$ cat src/rtl/gpio_spi_pkg.sv
package gpio_spi_pkg;
  localparam int PIN_W    = 8;
  localparam int ADDR_W   = 2;
  localparam int SYNC_N   = 2;
  localparam int CAP_BIT  = 0;
  localparam int CMP_LO   = 1;
  localparam int CMP_N    = 3;
  localparam int SS_BIT   = 2;
  localparam int MOSI_BIT = 3;
  localparam int MISO_BIT = 4;
  localparam int SCK_BIT  = 5;
  localparam int OSC_BIT  = 6;

  typedef enum logic [ADDR_W-1:0] {
    SEL_PIN  = 2'd0,
    SEL_DIR  = 2'd1,
    SEL_OUT  = 2'd2,
    SEL_NONE = 2'd3
  } reg_sel_e;
endpackage

$ cat src/rtl/port_regs.sv
module port_regs
  import gpio_spi_pkg::*;
#(
  parameter int W = PIN_W
) (
  input  logic              clk_i,
  input  logic              rst_ni,
  input  logic              wr_en_i,
  input  logic [ADDR_W-1:0] addr_i,
  input  logic [W-1:0]      wdata_i,
  input  logic [W-1:0]      pin_i,
  input  logic [W-1:0]      mask_i,
  output logic [W-1:0]      dir_o,
  output logic [W-1:0]      out_o,
  output logic [W-1:0]      rdata_o
);
  logic [W-1:0] dir_q, out_q;
  reg_sel_e     sel;

  assign sel = reg_sel_e'(addr_i);

  always_ff @(posedge clk_i or negedge rst_ni) begin
    if (!rst_ni) begin
      dir_q <= '0;
      out_q <= '0;
    end else if (wr_en_i) begin
      if (sel == SEL_DIR) dir_q <= wdata_i;
      if (sel == SEL_OUT) out_q <= wdata_i;
    end
  end

  always_comb begin
    unique case (sel)
      SEL_PIN: rdata_o = pin_i & ~mask_i;
      SEL_DIR: rdata_o = dir_q & ~mask_i;
      SEL_OUT: rdata_o = out_q & ~mask_i;
      default: rdata_o = '0;
    endcase
  end

  assign dir_o = dir_q;
  assign out_o = out_q;
endmodule

$ cat src/rtl/pin_sync.sv
module pin_sync #(
  parameter int W      = 8,
  parameter int STAGES = 2
) (
  input  logic         clk_i,
  input  logic         rst_ni,
  input  logic [W-1:0] d_i,
  output logic [W-1:0] q_o
);
  logic [W-1:0] stg_q [STAGES];

  always_ff @(posedge clk_i or negedge rst_ni) begin
    if (!rst_ni) begin
      for (int s = 0; s < STAGES; s++) stg_q[s] <= '0;
    end else begin
      stg_q[0] <= d_i;
      for (int s = 1; s < STAGES; s++) stg_q[s] <= stg_q[s-1];
    end
  end

  assign q_o = stg_q[STAGES-1];
endmodule

$ cat src/rtl/pin_override.sv
module pin_override
  import gpio_spi_pkg::*;
#(
  parameter int W = PIN_W
) (
  input  logic             dir_i,
  input  logic [W-1:0]     dir_vec_i,
  input  logic [W-1:0]     out_i,
  input  logic [W-1:0]     mask_i,
  input  logic             spi_en_i,
  input  logic             spi_master_i,
  input  logic             sck_mst_i,
  input  logic             mosi_mst_i,
  input  logic             miso_slv_i,
  input  logic [CMP_N-1:0] cmp_en_i,
  input  logic [CMP_N-1:0] cmp_val_i,
  output logic [W-1:0]     oe_o,
  output logic [W-1:0]     val_o,
  output logic [W-1:0]     pu_o
);
  logic         slv, mst;
  logic [W-1:0] force_in, drv;

  assign slv = spi_en_i & ~spi_master_i;
  assign mst = spi_en_i & spi_master_i;

  // role-dependent input forcing, differs per pin
  always_comb begin
    force_in           = '0;
    force_in[SCK_BIT]  = slv;
    force_in[MOSI_BIT] = slv;
    force_in[SS_BIT]   = slv;
    force_in[MISO_BIT] = mst;
  end

  // priority: register < compare < SPI
  always_comb begin
    drv = out_i;
    for (int k = 0; k < CMP_N; k++)
      if (cmp_en_i[k]) drv[CMP_LO+k] = cmp_val_i[k];
    if (mst) begin
      drv[SCK_BIT]  = sck_mst_i;
      drv[MOSI_BIT] = mosi_mst_i;
    end
    if (slv) drv[MISO_BIT] = miso_slv_i;
  end

  assign oe_o  = (dir_i ? dir_vec_i : '0) & ~force_in & ~mask_i;
  assign val_o = drv & oe_o;
  assign pu_o  = ~oe_o & out_i & ~mask_i;
endmodule

$ cat src/rtl/gpio_spi_port.sv
module gpio_spi_port
  import gpio_spi_pkg::*;
(
  input  logic              clk_i,
  input  logic              rst_ni,
  input  logic              wr_en_i,
  input  logic [ADDR_W-1:0] addr_i,
  input  logic [PIN_W-1:0]  wdata_i,
  output logic [PIN_W-1:0]  rdata_o,
  input  logic              spi_en_i,
  input  logic              spi_master_i,
  input  logic              spi_sck_mst_i,
  input  logic              spi_mosi_mst_i,
  input  logic              spi_miso_slv_i,
  output logic              spi_miso_mst_o,
  output logic              spi_mosi_slv_o,
  output logic              spi_sck_slv_o,
  output logic              spi_ss_n_o,
  input  logic [CMP_N-1:0]  cmp_en_i,
  input  logic [CMP_N-1:0]  cmp_val_i,
  input  logic              osc_sel_i,
  output logic              cap_o,
  input  logic [PIN_W-1:0]  pad_in_i,
  output logic [PIN_W-1:0]  pad_oe_o,
  output logic [PIN_W-1:0]  pad_out_o,
  output logic [PIN_W-1:0]  pad_pu_o
);
  logic [PIN_W-1:0] dir_q, out_q, pin_s, osc_mask;
  logic             slv, mst;

  assign osc_mask = osc_sel_i ? PIN_W'(1) << OSC_BIT : '0;
  assign slv      = spi_en_i & ~spi_master_i;
  assign mst      = spi_en_i & spi_master_i;

  pin_sync #(.W(PIN_W), .STAGES(SYNC_N)) u_sync (
    .clk_i  (clk_i),
    .rst_ni (rst_ni),
    .d_i    (pad_in_i),
    .q_o    (pin_s)
  );

  port_regs #(.W(PIN_W)) u_regs (
    .clk_i   (clk_i),
    .rst_ni  (rst_ni),
    .wr_en_i (wr_en_i),
    .addr_i  (addr_i),
    .wdata_i (wdata_i),
    .pin_i   (pin_s),
    .mask_i  (osc_mask),
    .dir_o   (dir_q),
    .out_o   (out_q),
    .rdata_o (rdata_o)
  );

  pin_override #(.W(PIN_W)) u_ovr (
    .dir_i        (1'b1),
    .dir_vec_i    (dir_q),
    .out_i        (out_q),
    .mask_i       (osc_mask),
    .spi_en_i     (spi_en_i),
    .spi_master_i (spi_master_i),
    .sck_mst_i    (spi_sck_mst_i),
    .mosi_mst_i   (spi_mosi_mst_i),
    .miso_slv_i   (spi_miso_slv_i),
    .cmp_en_i     (cmp_en_i),
    .cmp_val_i    (cmp_val_i),
    .oe_o         (pad_oe_o),
    .val_o        (pad_out_o),
    .pu_o         (pad_pu_o)
  );

  // receive paths; idle slave select reads inactive
  assign spi_miso_mst_o = mst & pin_s[MISO_BIT];
  assign spi_mosi_slv_o = slv & pin_s[MOSI_BIT];
  assign spi_sck_slv_o  = slv & pin_s[SCK_BIT];
  assign spi_ss_n_o     = ~slv | pin_s[SS_BIT];
  assign cap_o          = pin_s[CAP_BIT];
endmodule

$ cat config.mk
export PLATFORM = sky130hd
export DESIGN_NAME = gpio_spi_port
export DESIGN_NICKNAME = d
export VERILOG_FILES = /design/src/rtl/gpio_spi_pkg.sv /design/src/rtl/port_regs.sv /design/src/rtl/pin_sync.sv /design/src/rtl/pin_override.sv /design/src/rtl/gpio_spi_port.sv
export SDC_FILE = /design/constraint.sdc
export NUM_CORES = 1
export LEC_CHECK = 0
export BUFFER_PORTS_ARGS = -buffer_cell sky130_fd_sc_hd__buf_2
export CORE_ASPECT_RATIO = 1.75
export CORE_MARGIN = 2
export CORE_UTILIZATION = 46
export DETAILED_ROUTE_END_ITERATION = 6
export PLACE_DENSITY = 0.79
export SLEW_MARGIN = 20
export SYNTH_ARGS = -nofsm -noshare
export SYNTH_HDL_FRONTEND = slang
export SYNTH_SLANG_ARGS = --single-unit
$ cat constraint.sdc
create_clock -name clk_i -period 1.4 [get_ports clk_i]
set_clock_uncertainty 0.15 [all_clocks]
set_input_delay 0.14 -clock clk_i [delete_from_list [all_inputs] [get_ports clk_i]]
set_output_delay 0.14 -clock clk_i [all_outputs]
set_load 0.02 [all_outputs]
==> results.py, run 1 <==
metrics = {
    "route": {
        "avgViaCountPerCell": 5.06,
        "routed_wl_mm": 4.13,
        "firstDrtPassIters": 4,
        "wl_per_cell_um": 14.9,
        "first_iter_violations": 23,
        "postRouteAntennaNets": 0,
        "vias": 1401,
        "drc": 0,
    },
    "floorplan": {
        "rows": 27,
        "initial_utilization_pct": 48.3,
        "dieHeight_um": 80.0,
        "coreArea_mm2": 0.00314,
        "pin_count": 70,
        "dieArea_mm2": 0.00379,
        "die_x_um": 47.4,
    },
    "worst_setup_path": {
        "crit_fanout": 4,
        "slowest_delay_ns": 0.42,
        "start_kind": "input port",
        "path_delay_family": "simple AND/OR/NAND/NOR gates",
        "crit_type": "input port to output port",
        "critPathBufInv": 3,
        "path_cells": "buf_8 -> clkinvlp_4 -> ha_4 -> nor2_2 -> or4_4 -> a21oi_4 -> buf_6",
        "cp_data_arrival_time_ns": 1.36,
        "worstPathRequired_ns": 1.11,
        "endpoint_kind": "output port",
        "cp_slowest_cell": "or4_4",
    },
    "global_routing": {
        "grt_max_degree": 33,
        "grt_overflow": 0,
        "grt_pass1_vias": 1411,
        "antenna_found_initial": 0,
        "track_usage_pct": 23.1,
        "grt_first_pass_wirelength_mm": 6.14,
    },
    "synth": {
        "ys_types": 27,
        "async_reset_ff_share_pct": 100,
        "synth_area_leader_cell": "dfrtp_1",
        "syn_nets": 165,
        "synth_most_common_cell": "dfrtp_1",
        "avgSynthCellArea_um2": 12.0,
        "synth.area.top_cells": "dfrtp_1, mux2_2, nor2b_1, ha_1, a22oi_1",
        "ys.flop_type": "dfrtp_1",
        "ys_seq_area_share_pct": 52.8,
        "syn-instance-count": 127,
        "netlist_area_mm2": 0.00152,
        "synth_top_cells_by_count": "dfrtp_1, mux2_2, nor2b_1",
        "synth_top_area_share_pct": 52.8,
        "synth_edf_count": 0,
        "synth_seq_cells": 32,
        "ys_warn_count": 0,
    },
    "run": {
        "timing.max_cap.violations": 0,
    },
    "layout": {
        "nFillCells": 200,
        "antennaDiodeCount": 0,
        "layout-drive-gt1-share_pct": 58.5,
        "final_area_mm2": 0.00254,
        "area_growth_syn_to_layout_pct": 67.5,
        "register_area_um2": 802,
        "nets": 271,
        "multiInputGateArea_um2": 806,
    },
    "timing": {
        "worst_pin_slew_ns": 0.704,
        "setup_slack_ns": -0.251,
        "drv_slew": 0,
        "fmax_mhz": 606,
        "finalHoldViolCount": 0,
        "rsz0062_at_grt": "yes",
        "timing.slew.headroom_pct": 53.1,
        "setup_violations": 10,
        "period_minus_slack_ns": 1.65,
        "finalCritPeriodShare_pct": 118,
    },
    "placement": {
        "dpl_cell_area_mm2": 0.00203,
        "portBuffers": 69,
        "dp_hpwl_mm": 2.76,
        "gp_congestion": 0.782,
    },
    "cts": {
        "cts.sinks": 32,
        "clk_latency_ns": 0.27,
        "cts_tree": "done",
        "clk_path_buf_depth": 2,
        "clk_pin_slew_ns": 0.07,
        "cts_max_level": 2,
        "cts_buffers": 5,
        "clock-root-buffer": "clkbuf_8",
    },
    "min_path": {
        "hp-class": "flip-flop to flip-flop",
    },
    "power": {
        "power_density_mw_per_mm2": 1110,
        "power_uw": 2830,
        "ir_worst_vdd_v": 0.000910,
        "power.leakage_uw": 0.00125,
    },
    "outcome": {
        "outcome": "complete, but fails checks",
        "violations": "negative setup slack",
    },
}
## per-stage QoR
stage	instances	worst slack (ns)	util (%)	hold WS, ns	setup TNS (ns)
floorplan	127	-0.0752	-	-0.306	-0.248
global placement	245	-0.326	64.6	0.0544	-4.58
detailed placement	245	-0.377	64.6	0.0700	-5.55
CTS	275	-0.250	77.9	0.193	-1.53
global route	277	-0.294	80.9	0.200	-2.30
finish	277	-0.251	80.9	0.189	-1.58
## worst paths after layout
check                                 start              end  cells past startpoint  slack, ns
max                               addr_i[0]       rdata_o[6]                      7      -0.25
min                        u_sync.stg_q[10]    u_sync.q_o[2]                      0       0.19
min in group asynchronous            rst_ni  u_regs.out_o[1]                      2       0.30
min reg2reg                u_sync.stg_q[10]    u_sync.q_o[2]                      0       0.19
max reg2reg                 u_regs.out_o[4]  u_regs.out_o[4]                      2       0.32
max in group asynchronous            rst_ni  u_regs.dir_o[6]                      2       0.30
## report_power, final
part,switching (uW),internal [uW]
Combinational,481,494
Clock,321,399
Sequential,97.7,1040
Total,899,1930
## routing by layer
metal  vias to the layer above  part of all wire, %  track usage [%]
li1                        658                    -                -
met1                       673                   33             21.8
met2                        59                   60             43.2
met3                        11                  5.2             5.20
met4                         0                  1.9             9.72
met5                         -                    0                0
## kinds of logic (layout without fill, tap and decap cells)
| family | Yosys count | count (layout) | synth area share, % |
|---|---|---|---|
| simple gates | 43 | 43 | 15.7 |
| flops | 32 | 32 | 52.8 |
| compound gates | 19 | 19 | 10.4 |
| mux | 19 | 19 | 13.8 |
| buf+inv | 9 | 116 | 3.13 |
| fa+ha+maj | 5 | 5 | 4.12 |
## placed cells by master (no fill, tap or decap), types with 2 or more instances in the layout
cell	netlist	final
a21boi_1	0	2
a22oi_2	0	6
and2_1	8	6
and2_4	0	2
buf_2	2	51
buf_4	3	22
buf_6	0	13
clkbuf_8	0	6
clkinvlp_4	0	2
dfrtp_1	32	31
dlygate4sd3_1	0	17
ha_4	0	3
mux2_2	16	16
mux2i_1	3	3
nand2_1	7	6
nand2_2	1	2
nand2b_1	3	3
nand3_1	2	2
nor2_1	5	3
nor2b_1	11	10
o211a_1	5	5
## layout make-up
| cell class | count | area share (%) |
|---|---|---|
| flip-flops and latches | 32 | 31.5 |
| multi-input cells | 86 | 31.7 |
| inverters | 3 | 0.591 |
| clock buffers | 7 | 3.40 |
| clock inverters | 1 | 0.295 |
| repair buffers | 105 | 30.4 |
| well taps | 43 | 2.12 |
## registers in the layout, summed over array words and instances (netlist names)
| signal | cells |
|---|---|
| u_sync.stg_q | 8 |
| u_regs.dir_o | 8 |
| u_sync.q_o | 8 |
| u_regs.out_o | 8 |
## repair_timing
| action | CTS | global route |
|---|---|---|
| endpoints found under the hold margin | 56 | 0 |
| hold buffers | 17 | 0 |
| pin swaps | 10 | 6 |
| setup buffers | 5 | 3 |
| gates resized for setup | 33 | 25 |
| setup endpoints to repair | 11 | 19 |
Note: power is estimated with default switching activity, not from simulation.
==> run 2, diff against run 1 <==
Settings changed: CORE_MARGIN 2 to 8, GPL_ROUTABILITY_DRIVEN from default to 0, RECOVER_POWER from default to 25.
==> results.py, run 2 (synthesis results as in run 1) <==
metrics = {
    "timing": {
        "finalHoldViolCount": 0,
        "timing.slew.headroom_pct": 48.5,
        "period_minus_slack_ns": 1.65,
        "fmax_mhz": 606,
        "setup_slack_ns": -0.250,
        "tns_ns": -1.78,
        "worst_pin_slew_ns": 0.773,
        "drv_slew": 0,
        "finalCritPeriodShare_pct": 118,
        "rsz0062_at_grt": "yes",
        "setup_violations": 11,
    },
    "power": {
        "sequentialPowerShare_pct": 40.5,
        "p_sw_share_pct": 31.8,
        "internal_power_uw": 1920,
        "power_frac_comb_pct": 34.0,
        "power_density_mw_per_mm2": 1130,
        "ir_worst_vdd_v": 0.000794,
        "clkPwrFrac_pct": 25.6,
        "p_sw_uw": 894,
        "power.leakage_uw": 0.00123,
    },
    "route": {
        "wl_per_cell_um": 16.4,
        "routed_wl_mm": 4.52,
        "vias": 1384,
        "drc": 0,
        "firstDrtPassIters": 4,
        "avgViaCountPerCell": 5.01,
        "first_iter_violations": 25,
        "postRouteAntennaNets": 0,
    },
    "worst_setup_path": {
        "crit_fanout": 4,
        "start_kind": "input port",
        "cp_data_arrival_time_ns": 1.36,
        "worstPathRequired_ns": 1.11,
        "endpoint_kind": "output port",
        "crit_type": "input port to output port",
    },
    "min_path": {
        "hp-class": "flip-flop to flip-flop",
    },
    "placement": {
        "place_inst": 247,
        "portBuffers": 69,
        "dp_hpwl_mm": 3.19,
    },
    "cts": {
        "clock-root-buffer": "clkbuf_8",
        "cts_tree": "done",
        "cts_buffers": 5,
        "cts_max_level": 2,
        "clk_latency_ns": 0.28,
        "clk_path_buf_depth": 2,
        "cts.sinks": 32,
        "clk_pin_slew_ns": 0.06,
    },
    "layout": {
        "nFillCells": 212,
        "final_cell_mix": "buf_2, dfrtp_1, buf_4",
        "multiInputGateArea_um2": 773,
        "antennaDiodeCount": 0,
        "finalNonFillerCells": 276,
        "final_common_cell": "buf_2",
        "nets": 270,
        "area_growth_syn_to_layout_pct": 63.2,
        "layout-drive-gt1-share_pct": 56.7,
        "register_area_um2": 801,
    },
    "run": {
        "timing.max_cap.violations": 0,
    },
    "outcome": {
        "violations": "negative setup slack",
        "outcome": "complete, but fails checks",
    },
    "global_routing": {
        "grt_pass1_vias": 1572,
        "grt_max_degree": 33,
        "antenna_found_initial": 0,
        "grt_first_pass_wirelength_mm": 7.21,
        "track_usage_pct": 17.2,
        "grt_overflow": 0,
    },
    "floorplan": {
        "dieHeight_um": 92.0,
        "coreArea_mm2": 0.00314,
        "pin_count": 70,
        "dieArea_mm2": 0.00547,
        "die_x_um": 59.4,
        "initial_utilization_pct": 48.3,
        "rows": 27,
    },
}
## run 2: cell count changes in the layout (fill, tap and decap cells not counted), sizes merged
cell	delta
clkbuf	+2
buf	-3
## run 2: metal layers
layer	track usage [%]	wire length, um	vias to the layer above	share of wire, %
li1	-	-	655	-
met1	15.0	1490	648	33
met2	32.1	2540	62	56
met3	5.45	317	19	7.0
met4	10.0	173	0	3.8
met5	0	0	-	0
## run 2: metrics by stage
step           power, uW  setup WS, ns  hold WS [ns]  utilization [%]  instance area [um^2]
2_1_floorplan       1630       -0.0752        -0.306                -                  1570
3_3_place_gp        1900        -0.323        0.0547             65.1                  2040
3_5_place_dp        1940        -0.353        0.0725             65.1                  2040
4_1_cts             2750        -0.244         0.198             76.1                  2390
5_1_grt             2950        -0.290         0.207             78.9                  2480
6_report            2810        -0.250         0.194             78.9                  2480
## run 2: what timing repair did
item                                   CTS  global route
endpoints found under the hold margin   56             0
resized for setup                       21            24
setup endpoints to repair               12            20
gates cloned                             0             0
hold buffers                            17             0
setup buffers                            3             1
pin swaps                                5             2
## run 2: cell type report
cell class,instances,share of cell area [%]
flip-flops and latches,32,32.3
multi-input cells,86,31.2
clock inverters,1,0.303
well taps,43,2.17
inverters,3,0.606
clock buffers,7,3.48
repair buffers,104,29.9
## run 2: critical path: stages
cell and delay, ns:
buf_8 0.08, clkinvlp_4 0.11, ha_4 0.31, nor2_2 0.04, or4_4 0.42, a21oi_4 0.12, buf_6 0.13
## run 2: power groups by stage
| stage | logic (uW) | clock network [uW] | registers (uW) |
|---|---|---|---|
| 3_5_place_dp | 790 | 0 | 1150 |
| 5_1_grt | 1020 | 776 | 1150 |
| 3_3_place_gp | 766 | 0 | 1130 |
| 2_1_floorplan | 511 | 0 | 1120 |
| 4_1_cts | 887 | 740 | 1130 |
| 6_report | 955 | 718 | 1140 |
## run 2: path summary, 6_finish.rpt
path	from	to	slack, ns	cells after the start
worst min-delay path	u_sync.stg_q[10]	u_sync.q_o[2]	0.19	0
min in group asynchronous	rst_ni	u_regs.dir_o[1]	0.33	2
worst max-delay path	addr_i[0]	rdata_o[6]	-0.25	7
max in group asynchronous	rst_ni	u_regs.dir_o[3]	0.28	2
worst max register to register	u_regs.dir_o[2]	u_regs.dir_o[2]	0.32	2
worst min register to register	u_sync.stg_q[10]	u_sync.q_o[2]	0.19	0
==> run 3, diff against run 2 <==
Settings changed: CORE_UTILIZATION 46 to 47, SYNTH_HIERARCHICAL from default to 1.
==> results.py, run 3 <==
metrics = {
    "outcome": {
        "outcome": "complete, but fails checks",
        "violations": "negative setup slack",
    },
    "route": {
        "vias": 1724,
        "routed_wl_mm": 7.56,
        "avgViaCountPerCell": 5.27,
        "wl_met3_um": 437,
        "drc": 0,
        "postRouteAntennaNets": 0,
        "first_iter_violations": 102,
        "highest_layer": "met4",
        "firstDrtPassIters": 4,
        "met1Wirelength_mm": 2.51,
        "wl_per_cell_um": 23.1,
        "wl_met2_mm": 4.21,
    },
    "min_path": {
        "whs_path_depth": 0,
        "hp-class": "flip-flop to flip-flop",
        "hp-start": "u_sync/stg_q[14]",
        "min_to": "u_sync/q_o[6]",
    },
    "placement": {
        "post-place-ws_ns": -0.262,
        "dpl_cell_area_mm2": 0.00243,
        "dp_hpwl_mm": 3.53,
        "portBuffers": 69,
        "place_inst": 297,
    },
    "layout": {
        "layout-drive-gt1-share_pct": 66.2,
        "final_area_mm2": 0.00328,
        "antennaDiodeCount": 0,
        "finalNonFillerCells": 327,
        "nFillCells": 106,
        "final_cell_mix": "buf_6, buf_2, dfrtp_1",
        "nets": 316,
        "area_growth_syn_to_layout_pct": 95.5,
    },
    "power": {
        "p_sw_share_pct": 34.0,
        "sequentialPowerShare_pct": 34.5,
        "ir_worst_vdd_v": 0.00130,
        "internal_power_uw": 2230,
        "power_density_mw_per_mm2": 1030,
        "power.leakage_uw": 0.00151,
        "clkPwrFrac_pct": 27.1,
        "power_uw": 3380,
        "p_sw_uw": 1150,
        "power_frac_comb_pct": 38.4,
    },
    "worst_setup_path": {
        "reg2regPathDepth": 3,
        "r2r_end": "u_regs/dir_o[4]",
        "cp_data_arrival_time_ns": 1.37,
        "worstPathRequired_ns": 1.11,
        "r2r_start": "u_regs/dir_o[4]",
        "endpoint_kind": "output port",
        "start_kind": "flip-flop",
        "crit_type": "flip-flop to output port",
        "r2r_slack_ns": 0.16,
        "startpoint": "u_regs/out_o[7]",
        "crit_fanout": 2,
    },
    "floorplan": {
        "die_x_um": 61.2,
        "initial_utilization_pct": 47.7,
        "dieHeight_um": 95.0,
        "rows": 29,
        "pin_count": 70,
        "coreArea_mm2": 0.00352,
        "dieArea_mm2": 0.00581,
    },
    "timing": {
        "finalHoldViolCount": 0,
        "worst_pin_slew_ns": 0.708,
        "period_minus_slack_ns": 1.66,
        "fmax_mhz": 602,
        "rsz0062_at_grt": "yes",
        "tns_ns": -3.94,
        "finalCritPeriodShare_pct": 119,
        "setup_slack_ns": -0.260,
        "setup_violations": 31,
        "drv_slew": 0,
        "timing.slew.headroom_pct": 52.8,
    },
    "cts": {
        "clk_path_buf_depth": 2,
        "cts_max_level": 2,
        "clk_latency_ns": 0.29,
        "cts.sinks": 32,
        "clock-root-buffer": "clkbuf_8",
        "cts_tree": "done",
        "cts_buffers": 5,
        "clk_pin_slew_ns": 0.08,
    },
    "synth": {
        "ys_seq_area_share_pct": 47.7,
        "ys_types": 28,
        "synth_area_leader_cell": "dfrtp_1",
        "async_reset_ff_share_pct": 100,
        "synth_seq_cells": 32,
        "synth_most_common_cell": "dfrtp_1",
        "syn-instance-count": 141,
        "synth_top_cells_by_count": "dfrtp_1, mux2_2, inv_1, nor2_1, buf_4",
        "synth.area.top_cells": "dfrtp_1, mux2_2, buf_4, a221oi_1, a2111oi_2",
        "ys_warn_count": 6,
        "netlist_area_mm2": 0.00168,
        "avgSynthCellArea_um2": 11.9,
        "ys.flop_type": "dfrtp_1",
        "synth_edf_count": 0,
        "synth_top_area_share_pct": 47.7,
    },
    "global_routing": {
        "grt_pass1_vias": 1890,
        "track_usage_pct": 23.5,
        "grt_first_pass_wirelength_mm": 9.83,
        "grt_max_degree": 33,
        "antenna_found_initial": 0,
        "grt_overflow": 0,
    },
    "run": {
        "timing.max_cap.violations": 0,
    },
}
==> run 3: how the worst max path moves through the flow <==
| stage | to | slack [ns] | cells past startpoint |
|---|---|---|---|
| after global placement | rdata_o[3] | -0.23 | 7 |
| after floorplan | rdata_o[6] | 0.05 | 5 |
| after CTS | pad_out_o[3] | -0.24 | 3 |
| after global routing | rdata_o[5] | -0.29 | 3 |
| final | rdata_o[7] | -0.26 | 3 |
| after detailed placement | rdata_o[4] | -0.26 | 7 |
==> run 3: final cells by class <==
type                       count  area [um^2]  area share [%]
clock inverter                 3         42.5            1.30
sequential                    32          803            24.5
multi-input combinational    113         1280            38.9
timing repair buffer         117          988            30.1
inverter                      11         43.8            1.33
tap                           46         57.6            1.75
clock buffer                   5         68.8            2.10
==> run 3: metrics by stage <==
step | hold WS, ns | utilization [%]
after floorplan | -0.306 | -
after global placement | 0.0246 | 68.9
after CTS | 0.201 | 85.4
final | 0.197 | 93.2
after detailed placement | 0.0286 | 68.9
after global routing | 0.204 | 93.2
==> run 3: power groups by stage <==
stage          sequential, uW  combinational, uW  clock (uW)
2_1_floorplan            1120                489           0
3_3_place_gp             1120                805           0
3_5_place_dp             1130                827           0
4_1_cts                  1120               1070         890
5_1_grt                  1170               1360         956
6_report                 1170               1300         918
==> run 3: cells by family after synthesis <==
family / after synthesis / share of synthesized area, %
simple gates: 39 / 14.8
flops: 32 / 47.7
buf+inv: 23 / 8.50
compound gates: 21 / 12.5
mux: 21 / 13.7
fa+ha+maj: 3 / 2.24
other cells: 2 / 0.448
==> run 3: worst max-delay path, cell delays in order (launching register included) <==
cell and delay, ns:
dfrtp_1 0.45, a221oi_4 0.11, a2111oi_4 0.31, buf_4 0.21
==> run 3: repair_timing <==
action,CTS,global route
hold buffers,17,0
pin swaps,20,8
gates cloned,0,0
setup endpoints to repair,25,33
gates resized for setup,73,64
setup buffers,11,3
endpoints found under the hold margin,56,0
==> run 3: per-layer routing <==
metal / GRT usage, % / vias to the layer above
met5: 0 / -
met4: 13.7 / 0
met3: 4.46 / 34
met2: 42.5 / 95
met1: 23.4 / 845
li1: - / 750
